$ cat src/rtl/excf_pkg.sv
package excf_pkg;
  localparam int IDXW = 5;

  typedef enum logic [1:0] {ST_IDLE, ST_PUSH, ST_POP, ST_FIN} excf_state_e;

  localparam logic [3:0] FMT_SHORT  = 4'h0;
  localparam logic [3:0] FMT_LONGIA = 4'h2;
  localparam logic [3:0] FMT_BUSERR = 4'h8;

  typedef struct packed {
    logic [15:0] sr;
    logic [31:0] pc;
    logic [31:0] ia;
    logic [15:0] ssw;
    logic [31:0] fa;
    logic [15:0] ir;
    logic [7:0]  vec;
  } excf_fields_t;

  function automatic logic [IDXW-1:0] frame_len(logic [1:0] mode, logic berr, logic f2);
    if (mode == 2'd0) return berr ? IDXW'(7) : IDXW'(3);
    if (berr)         return IDXW'(29);
    if (mode[1] && f2) return IDXW'(6);
    return IDXW'(4);
  endfunction
endpackage

$ cat src/rtl/excf_layout.sv
module excf_layout
  import excf_pkg::*;
(
  input  logic [1:0]      mode,
  input  logic            berr,
  input  logic            f2,
  input  excf_fields_t    fld,
  input  logic [IDXW-1:0] idx,
  output logic [15:0]     word
);
  logic [3:0]  fmt;
  logic [15:0] fvo;

  always_comb begin
    if (berr)                fmt = FMT_BUSERR;
    else if (mode[1] && f2)  fmt = FMT_LONGIA;
    else                     fmt = FMT_SHORT;
  end

  assign fvo = {fmt, 2'b00, fld.vec, 2'b00};

  always_comb begin
    word = 16'h0000;
    if (mode == 2'd0) begin
      if (berr) begin
        case (idx)
          5'd0: word = fld.ssw;
          5'd1: word = fld.fa[31:16];
          5'd2: word = fld.fa[15:0];
          5'd3: word = fld.ir;
          5'd4: word = fld.sr;
          5'd5: word = fld.pc[31:16];
          5'd6: word = fld.pc[15:0];
          default: word = 16'h0000;
        endcase
      end else begin
        case (idx)
          5'd0: word = fld.sr;
          5'd1: word = fld.pc[31:16];
          5'd2: word = fld.pc[15:0];
          default: word = 16'h0000;
        endcase
      end
    end else begin
      case (idx)
        5'd0: word = fld.sr;
        5'd1: word = fld.pc[31:16];
        5'd2: word = fld.pc[15:0];
        5'd3: word = fvo;
        5'd4: word = (fmt == FMT_BUSERR) ? fld.ssw : ((fmt == FMT_LONGIA) ? fld.ia[31:16] : 16'h0000);
        5'd5: word = (fmt == FMT_BUSERR) ? fld.fa[31:16] : ((fmt == FMT_LONGIA) ? fld.ia[15:0] : 16'h0000);
        5'd6: word = (fmt == FMT_BUSERR) ? fld.fa[15:0] : 16'h0000;
        5'd7: word = (fmt == FMT_BUSERR) ? fld.ir : 16'h0000;
        default: word = 16'h0000;
      endcase
    end
  end
endmodule

$ cat src/rtl/excf_fmt_check.sv
module excf_fmt_check
  import excf_pkg::*;
(
  input  logic            ext_mode,
  input  logic [3:0]      fmt_code,
  output logic            accept,
  output logic [IDXW-1:0] skip_words
);
  always_comb begin
    accept     = 1'b0;
    skip_words = '0;
    case (fmt_code)
      FMT_SHORT:  begin accept = 1'b1;     skip_words = IDXW'(0);  end
      FMT_LONGIA: begin accept = ext_mode; skip_words = IDXW'(2);  end
      FMT_BUSERR: begin accept = 1'b1;     skip_words = IDXW'(25); end
      default:    begin accept = 1'b0;     skip_words = '0;        end
    endcase
  end
endmodule

$ cat src/rtl/excframe_engine.sv
module excframe_engine
  import excf_pkg::*;
#(
  parameter int AW = 32
) (
  input  logic          clk,
  input  logic          rst_n,
  input  logic          build_start,
  input  logic          return_start,
  input  logic [1:0]    cpu_mode,
  input  logic          frame2_en,
  input  logic          fault_kind,
  input  logic [7:0]    vec_num,
  input  logic [15:0]   sr_in,
  input  logic [31:0]   pc_in,
  input  logic [31:0]   iaddr_in,
  input  logic [15:0]   ssw_in,
  input  logic [31:0]   fault_addr_in,
  input  logic [15:0]   ir_in,
  input  logic [AW-1:0] sp_in,
  output logic          mem_valid,
  input  logic          mem_ready,
  output logic          mem_we,
  output logic [AW-1:0] mem_addr,
  output logic [15:0]   mem_wdata,
  input  logic [15:0]   mem_rdata,
  output logic          busy,
  output logic          done,
  output logic          fmt_err,
  output logic [15:0]   sr_out,
  output logic [31:0]   pc_out,
  output logic [AW-1:0] sp_out
);
  localparam logic [AW-1:0] WSTEP = AW'(2);

  excf_state_e     st_q;
  excf_fields_t    fld_q;
  logic [1:0]      mode_q;
  logic            berr_q, f2_q, err_q;
  logic [IDXW-1:0] idx_q;
  logic [AW-1:0]   sp_q, sp0_q;
  logic [15:0]     sr_q;
  logic [31:0]     pc_q;

  logic [15:0]     push_word;
  logic            fmt_ok;
  logic [IDXW-1:0] fmt_skip;
  logic            xfer;

  excf_layout u_layout (
    .mode (mode_q),
    .berr (berr_q),
    .f2   (f2_q),
    .fld  (fld_q),
    .idx  (idx_q),
    .word (push_word)
  );

  excf_fmt_check u_fmt (
    .ext_mode   (mode_q[1]),
    .fmt_code   (mem_rdata[15:12]),
    .accept     (fmt_ok),
    .skip_words (fmt_skip)
  );

  assign mem_valid = (st_q == ST_PUSH) || (st_q == ST_POP);
  assign mem_we    = (st_q == ST_PUSH);
  assign mem_addr  = (st_q == ST_PUSH) ? (sp_q - WSTEP) : sp_q;
  assign mem_wdata = push_word;
  assign xfer      = mem_valid && mem_ready;
  assign busy      = (st_q != ST_IDLE);
  assign done      = (st_q == ST_FIN);
  assign fmt_err   = err_q;
  assign sr_out    = sr_q;
  assign pc_out    = pc_q;
  assign sp_out    = sp_q;

  always_ff @(posedge clk) begin
    if (!rst_n) begin
      st_q   <= ST_IDLE;
      fld_q  <= '0;
      mode_q <= 2'd0;
      berr_q <= 1'b0;
      f2_q   <= 1'b0;
      err_q  <= 1'b0;
      idx_q  <= '0;
      sp_q   <= '0;
      sp0_q  <= '0;
      sr_q   <= '0;
      pc_q   <= '0;
    end else begin
      case (st_q)
        ST_IDLE: begin
          if (build_start) begin
            fld_q  <= '{sr: sr_in, pc: pc_in, ia: iaddr_in, ssw: ssw_in,
                        fa: fault_addr_in, ir: ir_in, vec: vec_num};
            mode_q <= cpu_mode;
            berr_q <= fault_kind;
            f2_q   <= frame2_en;
            idx_q  <= frame_len(cpu_mode, fault_kind, frame2_en) - IDXW'(1);
            sp_q   <= sp_in;
            err_q  <= 1'b0;
            st_q   <= ST_PUSH;
          end else if (return_start) begin
            mode_q <= cpu_mode;
            idx_q  <= '0;
            sp_q   <= sp_in;
            sp0_q  <= sp_in;
            err_q  <= 1'b0;
            st_q   <= ST_POP;
          end
        end
        ST_PUSH: begin
          if (xfer) begin
            sp_q <= sp_q - WSTEP;
            if (idx_q == '0) st_q <= ST_FIN;
            else             idx_q <= idx_q - IDXW'(1);
          end
        end
        ST_POP: begin
          if (xfer) begin
            case (idx_q)
              IDXW'(0): sr_q         <= mem_rdata;
              IDXW'(1): pc_q[31:16]  <= mem_rdata;
              IDXW'(2): pc_q[15:0]   <= mem_rdata;
              default: ;
            endcase
            if (mode_q == 2'd0 && idx_q == IDXW'(2)) begin
              sp_q <= sp_q + WSTEP;
              st_q <= ST_FIN;
            end else if (idx_q == IDXW'(3)) begin
              if (fmt_ok) begin
                sp_q <= sp_q + WSTEP + AW'({fmt_skip, 1'b0});
              end else begin
                sp_q  <= sp0_q;
                err_q <= 1'b1;
              end
              st_q <= ST_FIN;
            end else begin
              sp_q  <= sp_q + WSTEP;
              idx_q <= idx_q + IDXW'(1);
            end
          end
        end
        default: st_q <= ST_IDLE;
      endcase
    end
  end
endmodule

$ cat config.mk
export PLATFORM = sky130hd
export DESIGN_NAME = excframe_engine
export DESIGN_NICKNAME = d
export VERILOG_FILES = /design/src/rtl/excf_pkg.sv /design/src/rtl/excf_layout.sv /design/src/rtl/excf_fmt_check.sv /design/src/rtl/excframe_engine.sv
export SDC_FILE = /design/constraint.sdc
export NUM_CORES = 1
export LEC_CHECK = 0
export BUFFER_PORTS_ARGS = -buffer_cell sky130_fd_sc_hd__buf_4
export CAP_MARGIN = 15
export CORE_UTILIZATION = 56
export DETAILED_ROUTE_END_ITERATION = 7
export GPL_TIMING_DRIVEN = 0
export PLACE_DENSITY_LB_ADDON = 0.12
export RECOVER_POWER = 25
export SYNTH_ARGS = -nofsm -noshare
export SYNTH_HDL_FRONTEND = slang
export SYNTH_HIERARCHICAL = 1
export SYNTH_SLANG_ARGS = --single-unit
$ cat constraint.sdc
create_clock -name clk -period 4.2 [get_ports clk]
set_clock_uncertainty 0.1 [all_clocks]
set_input_delay 0.63 -clock clk [delete_from_list [all_inputs] [get_ports clk]]
set_output_delay 0.63 -clock clk [all_outputs]
set_load 0.01 [all_outputs]
; Word-level counts from Yosys, hierarchy flattened
; Index checks and enable logic that the tools add are counted.
; Widths: inputs -> output; s select.
[op_classes]
n_addsub = 6
mul = 0
div = 0
n_lt_le_gt_ge = 0
n_eq_ne = 24
shift = 0
muxes = 74
bitwise_logic = 1
reduce_logical = 25
[op_table]
columns = op, count
row1 = $mux 32, 8
row2 = $mux 16, 8
row3 = $pmux 16 s8, 1
row4 = $pmux 16 s7, 1
row5 = $pmux 32 s3, 1
row6 = $mux 5, 16
row7 = $pmux 16 s3, 1
row8 = $add 32x2->32 const B, 1
row9 = $add 32x6->32, 1
row10 = $sub 32x2->32 const B, 1
row11 = $mux 1, 21
row12 = $eq 5x3->1 const B, 4
row13 = $mux 2, 10
row14 = $pmux 5 s3, 1
row15 = $reduce_and 3->1, 4
row16 = $eq 5x2->1 const B, 2
row17 = $ne 2x2->1 const B, 5
row18 = $pmux 5 s2, 1
row19 = $sub 5x1->5 const B, 2
row20 = $eq 4x2->1 const B, 2
row21 = $eq 4x4->1 const B, 2
row22 = $reduce_and 7->1, 1
row23 = $logic_not 2->1, 3
row24 = $ne 2x1->1 const B, 3
row25 = other kinds (22), 30
[word_totals]
reg_bits = 276
latch_bits = 0
ram_bits = 0
rom_bits = 0
in_bits = 209
output_inout_bits = 133
word_cells = 148
mem_count = 0

; Longest topological paths before layout
[logic_depth]
depth_word = 23
depth_mapped = 13
depth_no_buf = 11

; Modules after synthesis
; Netlist, hierarchy kept.
[modules_own_cells]
columns = mod, n_inst, cells_per_inst, area_each_um2
row1 = excframe_engine, 1, 1887, 13835.8
row2 = excf_layout, 1, 385, 2606.2
row3 = excf_fmt_check, 1, 8, 62.6

; Least setup slack after synthesis
; No wires, ideal clock.
[synth_path]
kind = register to output
from = register sp_q[7] (netlist: sp_out[7])
to = output port mem_addr[30]
arrival_ns = 2.675
t_required_ns = 3.470
slack_ns = 0.795
stages_incl_launch_ff = 8
cell_sequence = dfxtp_1 -> buf_6 -> or4_1 -> or4_4 -> nor4_1 -> nand2_1 -> nor2_1 -> xnor2_1
[synth_via]
elab_chain_len = 2
[synth_rtl]
columns = item, line_no
row1 = "start, declared", excframe_engine.sv:41  ; logic [AW-1:0] sp_q, sp0_q;
row2 = "start signal, assigned", excframe_engine.sv:101  ; sp_q <= sp_in;
row3 = "start signal, assigned", excframe_engine.sv:107  ; sp_q <= sp_in;
row4 = "start signal, assigned", excframe_engine.sv:115  ; sp_q <= sp_q - WSTEP;
row5 = $sub 32x2->32, excframe_engine.sv:68  ; assign mem_addr = (st_q == ST_PUSH) ? (sp_q - WSTEP) : sp_q;
row6 = $mux 32, excframe_engine.sv:68
row7 = "end, declared", excframe_engine.sv:24  ; output logic [AW-1:0] mem_addr,
; Every way passes these cells.

; Worst setup path after layout
; Ends and elaborated chain as after synthesis.

==> run summary <==
Core Region: 0.0289 mm2
Hold-fix buffers, CTS: 0
Final Slew Violations: 0
Postcts setup bufs: 0
Tmin final: 4220 ps
CP endpoint kind: output pin
DRT antenna net count: 0
Crit-path cells: buf_6 > or4_4 > or4_4 > nor4_1 > nand2_1 > nor2_1 > xnor2_1 > buf_4
Commonest cells after routing, fill and taps aside: 601 x nand2_1, 330 x a21oi_1, 281 x buf_4
Crit share post-route: 101%
Reg2reg path depth: 10
Most frequent CP cell: or4_4
Detailed Place HPWL: 55.0 mm
Top-area cell type share of the netlist area: 33.5%
# rows: 62
Failing checks: DRC, setup timing
CP Class: flop to output pin
Die area: 0.0302 mm2
Top post-synthesis cells by area: dfxtp_1 33%, nand2_1 14%, a21oi_1 10%
Clock latency on the worst-skew pair: 570 ps
Critical-path top delay cell: nor4_1
Crit-path max FO: 10
Synth unique cells: 93
CP Data Required Time: 3470 ps
All-Layer GR Usage: 47.3%
Max VDD drop: 0.564 mV
CP Launch Type: flop
CTS root buf: clkbuf_16
Pre-antenna DRT Iters: 8
P&R area growth vs syn: 23.5%
Setup WS post-layout: -24.5 ps
Resized cells post-CTS: 6
Overflow after GRT: 0
CTS tree: built
Synth Net Count: 2509
CP arrival: 3490 ps
Syn Std Cell Area: 0.0165 mm2
#FFs+latches synth: 276
Buffers on Ports: 341
Layout cells sized above 1: 16.6%
Post-synthesis sequential area ratio: 33.5%
Dominant cell type by area after synthesis: dfxtp_1
# DRC: 1
Status: finished, violations left
Slew HR: 24.0%
Final Hold Fails: 0
Via density: 6.68
Largest net degree at the start of global routing: 15
Cts bufs inserted: 29
CTS Buffer Depth: 3
Worst path top cell family by delay: simple AND/OR/NAND/NOR gates
Hold slack final: 209 ps
First-pass GRT wire length: 110 mm
Gp weighted congestion: 1.16
Final setup vio count: 2
Max Cap Viol: 0
Power per standard cell area: 686 mW/mm2
Setup WS pre-CTS: 131 ps
Hold depth: 3
Final setup TNS: -47.2 ps
Leak: 7.53 nW
Worst min path class: input port to flop
Die Span Y: 174 um
Initial antenna violation count: 2
Vias: 20400
Nets: 2881
Wire per inst: 24.5 um
Die Wd: 174 um
Clock sink total: 276
Avg Cell Area, Syn: 7.24 um2
Initial core utilization: 57.2%
Top_reg_cell synth: dfxtp_1
Synth warnings: 6
Leading cell type in the layout, fill and taps excluded: nand2_1
Ys async rst share: 0%
Final Util: 70.6%
I/O pin total: 342
Levels on crit path: 8
Max Freq: 237 MHz
Vias in the first global route: 19400
H-tree depth: 1
Crit-path max cell delay: 630 ps
Cell count after synthesis: 2280
Reg clk slew, reported paths: 70 ps
Worst-Margin Slew: 1120 ps
CP bufs+invs: 2
Drt total wl: 75.1 mm
RSZ-0062 raised after global routing: yes
DRT iter0 DRCs: 2706
Post-synth EDFFs: 0
[report_power, final]
part           leakage [nW]  switching [mW]  internal (mW)  total, mW
combinational          4.78            5.03           2.56       7.59
sequential             2.26           0.511           3.06       3.57
clock                 0.496            1.19           1.64       2.83
total                  7.53            6.73           7.26       14.0
[tightest hold or removal path: cells and delay by family]
kind            cells  cell delay (ps)
compound gates      1               50
buf+inv             1              110
simple gates        1               50
[per-stage QoR]
step	total power, mW	cell area, um2	instances
6_report	14.0	20400	3059
5_1_grt	14.4	20400	3058
4_1_cts	13.6	20600	3059
3_5_place_dp	10.8	19600	3006
3_3_place_gp	10.6	19500	3005
2_1_floorplan	8.05	16500	2280
[metal layers]
layer	GRT usage, %	routed length [um]	part of all wire [%]
met1	53.6	25600	34
met2	77.8	33900	45
met3	10.4	8790	12
met4	35.7	6740	9.0
met5	0	9	0.012
[area by class of cell]
| type | count | area [um2] |
|---|---|---|
| antenna | 1 | 2.50 |
| buffer | 197 | 960 |
| clock buffer | 38 | 830 |
| clock inverter | 15 | 200 |
| fill | 2441 | 8470 |
| inverter | 32 | 120 |
| multi-input combinational | 1774 | 9960 |
| sequential | 276 | 5530 |
| tap | 384 | 480 |
| timing repair buffer | 342 | 2310 |
[sequential cells by signal, summed over array words and instances (netlist names)]
| register | count |
|---|---|
| berr_q | 1 |
| pc_out | 32 |
| sp_out | 32 |
| sr_out | 16 |
| fld_q | 152 |
| fmt_err | 1 |
| idx_q | 5 |
| sp0_q | 32 |
| st_q | 2 |
| mode_q | 2 |
| f2_q | 1 |
[synthesized netlist by cell type, types with 17 or more instances]
master       n
o22ai_1     25
xnor2_1     49
buf_2       33
a221oi_1    31
o211ai_1    26
xor2_1      30
o2bb2ai_1   17
inv_1       31
nor2_1     123
nor4_1      32
a22oi_1     29
ha_1        19
nor3_1      31
nand2_1    601
clkbuf_1   122
o21ai_0     66
mux2i_1     47
a21oi_1    330
nand3_1     48
dfxtp_1    276
[logic make-up after synthesis]
logic type	after synthesis	synth area share [%]
and+or+nand+nor	957	25.7
AOI/OAI and AO/OA	663	25.2
DFF	276	33.5
other	1	0.0227
adders and majority gates	20	1.56
muxes	54	3.33
buffers and inverters	230	6.54
xor gates and xnor gates	79	4.19
[worst paths after layout]
path | end | from | slack [ps]
setup / recovery | mem_addr[30] | sp_out[7] | -20
hold / removal | fld_q[25] | fault_addr_in[1] | 210
setup reg to reg | sp_out[29] | sp_out[18] | 120
hold reg to reg | pc_out[29] | pc_out[29] | 360
Power figures use the tool's default switching activity.
